[config.mk]
export PLATFORM = sky130hd
export DESIGN_NAME = scalable_sic_counter
export DESIGN_NICKNAME = d
export VERILOG_FILES = /design/src/rtl/scalable_sic_counter.sv
export SDC_FILE = /design/constraint.sdc
export NUM_CORES = 1
export LEC_CHECK = 0
export ABC_CLOCK_PERIOD_IN_PS = 2100
export BUFFER_PORTS_ARGS = -buffer_cell sky130_fd_sc_hd__buf_2
export CAP_MARGIN = 20
export CORE_MARGIN = 2
export CORE_UTILIZATION = 30
export CTS_CLUSTER_SIZE = 28
export DETAILED_ROUTE_END_ITERATION = 12
export PLACE_DENSITY_LB_ADDON = 0.15
export SYNTH_ARGS = -nofsm -noshare
export SYNTH_HDL_FRONTEND = slang
export SYNTH_SLANG_ARGS = --single-unit
[constraint.sdc]
create_clock -name clk -period 2.1 [get_ports clk]
set_clock_uncertainty 0.2 [all_clocks]
set_input_delay 0.105 -clock clk [delete_from_list [all_inputs] [get_ports clk]]
set_output_delay 0.105 -clock clk [all_outputs]
set_load 0.03 [all_outputs]
[src/rtl/scalable_sic_counter.sv]
module scalable_sic_counter #(
  parameter int CHAIN_LEN  = 64,
  parameter int NUM_CHAINS = 10
) (
  input  logic                  clk,
  input  logic                  rst_n,
  input  logic                  scan_en,
  output logic [NUM_CHAINS-1:0] chain_word
);
  localparam int KW = (CHAIN_LEN > 1) ? $clog2(CHAIN_LEN) : 1;
  localparam logic [KW-1:0] LAST = KW'(CHAIN_LEN - 1);

  logic [KW-1:0]         run_cnt, run_left;
  logic                  cnt_phase, run_phase;
  logic [NUM_CHAINS-1:0] shreg;
  logic                  fill_bit;

  assign fill_bit   = (run_left != '0) ^ run_phase;
  assign chain_word = shreg;

  always_ff @(posedge clk or negedge rst_n) begin
    if (!rst_n) begin
      run_cnt   <= '0;
      cnt_phase <= 1'b0;
      run_left  <= '0;
      run_phase <= 1'b0;
      shreg     <= '0;
    end else if (!scan_en) begin
      run_left  <= run_cnt;
      run_phase <= cnt_phase;
      if (run_cnt == LAST) begin
        run_cnt   <= '0;
        cnt_phase <= ~cnt_phase;
      end else begin
        run_cnt <= run_cnt + KW'(1);
      end
    end else begin
      shreg <= {shreg[NUM_CHAINS-2:0], fill_bit};
      if (run_left != '0) run_left <= run_left - KW'(1);
    end
  end

  assert_hold_R2: assert property (@(posedge clk) disable iff (!rst_n)
    !scan_en |=> $stable(chain_word));
  assert_load_R2: assert property (@(posedge clk) disable iff (!rst_n)
    !scan_en |=> (run_left == $past(run_cnt)) && (run_phase == $past(cnt_phase)));
  assert_shift_R3: assert property (@(posedge clk) disable iff (!rst_n)
    scan_en |=> chain_word[NUM_CHAINS-1:1] == $past(chain_word[NUM_CHAINS-2:0]));
  assert_meter_R4: assert property (@(posedge clk) disable iff (!rst_n)
    (scan_en && run_left != '0) |=> run_left == $past(run_left) - KW'(1));
  assert_wrap_R6: assert property (@(posedge clk) disable iff (!rst_n)
    (!scan_en && run_cnt == LAST) |=> (run_cnt == '0) && (cnt_phase != $past(cnt_phase)));
  assert_range_R6: assert property (@(posedge clk) disable iff (!rst_n)
    run_cnt <= LAST);
  assert_tail_R7: assert property (@(posedge clk) disable iff (!rst_n)
    (scan_en && run_left == '0) |=> chain_word[0] == $past(run_phase));
endmodule

==> reports/qor.yml <==
run_status:
  status: "finished, final reports clean"
logic_synthesis:
  yosysMostFrequentCell: "dfrtp_1"
  syn_area_mm2: 0.00111
  synth_compound_area_share_pct: 9.59
  syn_area_per_cell_um2: 11.8
  synth_flop_cell: "dfrtp_1"
  synth_top_area_cell: "dfrtp_1"
  synthCells: 94
  ys_types: 26
  synth_top_family_by_area: "simple AND/OR/NAND/NOR gates"
  synth_fa_ha_area_share_pct: 3.39
  synth_top_area_share_pct: 54.2
  synth-seq-area-share_pct: 54.2
  synth_xor_area_share_pct: 4.74
  synth_nets: 100
  synthTopCellsByArea: "dfrtp_1, mux2_2, ha_1, nor2b_1, xor2_1"
  synthMuxAreaShare_pct: 11.2
  synth_edf_count: 0
  async_flop_share_pct: 100
  ys_warn_count: 0
  netlist_top_cells_count: "dfrtp_1, mux2_2, nor2_1, nor2b_1"
  ys_seq_elements: 24
  synth-simple-area-share_pct: 15.1
critical_path:
  cp_slowest_cell: "dfrtp_1"
  critical_path.startpoint: "run_left[3]$_DFFE_PN0P_"
  critPathRequiredTime_ns: 2.07
  criticalPathCategory: "register to register"
  startpoint_type: "register"
  r2r_cells: 3
  rr_startpoint: "run_left[3]$_DFFE_PN0P_"
  cp_cell_sequence: "or3_4, or3_1, a31o_1"
  crit_family: "simple AND/OR/NAND/NOR gates"
  cp_data_arrival_time_ns: 1.69
  endpoint_kind: "register"
  cp.buffers_inverters: 0
  cp.depth: 3
  path_max_fanout: 4
  critPathMaxStageDelay_ns: 0.43
routing:
  top_layer_used: "met4"
  vias: 730
  routed-wl-met2_um: 913
  drtIter0Drc: 18
  drc: 0
  wire_per_inst_um: 13.1
  wl_mm: 2.04
  antenna_left: 0
  wl_met1_mm: 1.01
  met3_length_um: 65
  firstDrtPassIters: 2
  viasPerCell: 4.68
clock_tree:
  cts.clk_slew.worst_paths_ns: 0.09
  cts-resized-gates: 0
  clock_path_buffers: 2
  cts_made_buffers: 3
  cts_tree: "built"
  clk_latency_ns: 0.27
  cts_sinks: 24
  root_buffer: "clkbuf_8"
  post-cts-setup-buffers: 0
  htreeDepth: 1
die:
  die_x_um: 64.8
  initial_utilization_pct: 30.7
  fp.dieH_um: 64.8
  dieArea_mm2: 0.00420
  core_mm2: 0.00361
  pin_count: 13
  rows: 22
timing:
  fmax_mhz: 582
  worst_pin_slew_ns: 0.594
  final.setup.tns_ns: 0
  rsz0062_at_grt: "false"
  setup-violations-final: 0
  period_share_pct: 81.9
  relSlewSlack_pct: 60.1
  finalCriticalPeriod_ns: 1.72
  drv_slew: 0
  finalHoldViolCount: 0
final_layout:
  area_growth_syn_to_layout_pct: 17.0
  diodes: 0
  finalNetCount: 115
  layout-drive-gt1-share_pct: 29.6
  design_area_mm2: 0.00130
  finalCoreUtilization_pct: 36.0
placement:
  dp_hpwl_mm: 1.38
  io_buffers: 12
  dpl_cell_area_mm2: 0.00122
  gp_congestion: 0.714
worst_hold_path:
  hold_class: "input pin to asynchronous set/reset pin"
global_routing:
  grt_pass1_wl_mm: 3.57
  grt_overflow_total: 0
  grt_usage_pct: 11.2
  grt_pass1_vias: 785
  grt_max_degree: 30
  antenna_found_initial: 0
power:
  power_frac_seq_pct: 43.2
  combPwrFrac_pct: 35.0
  power_frac_clock_pct: 21.8
  p_leak_nw: 0.545
  cellPowerDensity_mw_per_mm2: 1460
  ir_worst_vdd_mv: 0.544
  intPower_mw: 1.20
  netSwitchingPower_mw: 0.702
  switching_share_pct: 36.9
run:
  cap_violations: 0
==> cells by family after synthesis <==
group,after synthesis
AND/OR/NAND/NOR,30
adder cells (fa/ha/maj),3
buffers and inverters,5
AO/OA/AOI/OAI,15
flip-flops,24
XOR/XNOR,6
multiplexers,11
==> cells in the final DEF, fill, tap and decap left out, types with 4 or more instances in the layout <==
master,count
buf_2,12
dfrtp_1,24
mux2_2,11
nand2_1,4
nor2_1,6
nor2b_1,6
xor2_1,4
==> per-stage QoR <==
stage          total power, mW  hold WS (ns)  std cells  setup slack (ns)
2_1_floorplan             1.31        -0.391         94             0.462
3_3_place_gp              1.49       -0.0733        151             0.422
3_5_place_dp              1.50       -0.0691        151             0.413
4_1_cts                   1.92         0.146        156             0.380
5_1_grt                   2.04         0.177        156             0.307
6_report                  1.90         0.136        156             0.381
==> worst register-to-register path, delay by kind of cell (launching register included) <==
kind	cells	cell delay, ns
and+or+nand+nor	2	0.78
AOI/OAI and AO/OA	1	0.21
DFF	1	0.43
==> power by group through the flow <==
stage | Clock (mW) | Sequential [mW] | Combinational (mW)
floorplan | 0 | 0.939 | 0.373
global placement | 0 | 0.826 | 0.667
detailed placement | 0 | 0.829 | 0.671
CTS | 0.426 | 0.822 | 0.676
global route | 0.448 | 0.854 | 0.738
finish | 0.415 | 0.821 | 0.665
==> cell type report <==
| class | instances | area, um^2 |
|---|---|---|
| Inverter | 2 | 7.51 |
| Tap cell | 48 | 60.1 |
| Timing Repair Buffer | 13 | 70.1 |
| Fill cell | 369 | 2310 |
| Multi-Input combinational cell | 65 | 488 |
| Sequential cell | 24 | 601 |
| Clock buffer | 3 | 41.3 |
| Clock inverter | 1 | 30.0 |
==> path summary, 6_finish.rpt <==
kind / end / slack (ns)
worst max-delay path: chain_word[0]$_DFFE_PN0P_ / 0.38
worst min-delay path: run_left[5]$_DFFE_PN0P_ / 0.14
worst max register to register: chain_word[0]$_DFFE_PN0P_ / 0.38
worst min register to register: cnt_phase$_DFFE_PN0P_ / 0.27
max in group asynchronous: chain_word[0]$_DFFE_PN0P_ / 1.19
min in group clk: run_left[1]$_DFFE_PN0P_ / 0.14
==> registers in the layout, indices dropped and copies added, names as in the netlist <==
signal	cells
chain_word	10
run_left	6
cnt_phase	1
run_cnt	6
run_phase	1
==> what timing repair did <==
action | CTS | global route
hold buffers | 1 | 0
setup endpoints to repair | 0 | 0
hold endpoints to repair | 24 | 0
==> layer usage <==
layer / vias up / GRT usage [%]
li1: 360 / -
met1: 352 / 14.7
met2: 13 / 17.1
met3: 5 / 2.08
met4: 0 / 6.38
met5: - / 0
(Power assumes the default switching activity.)
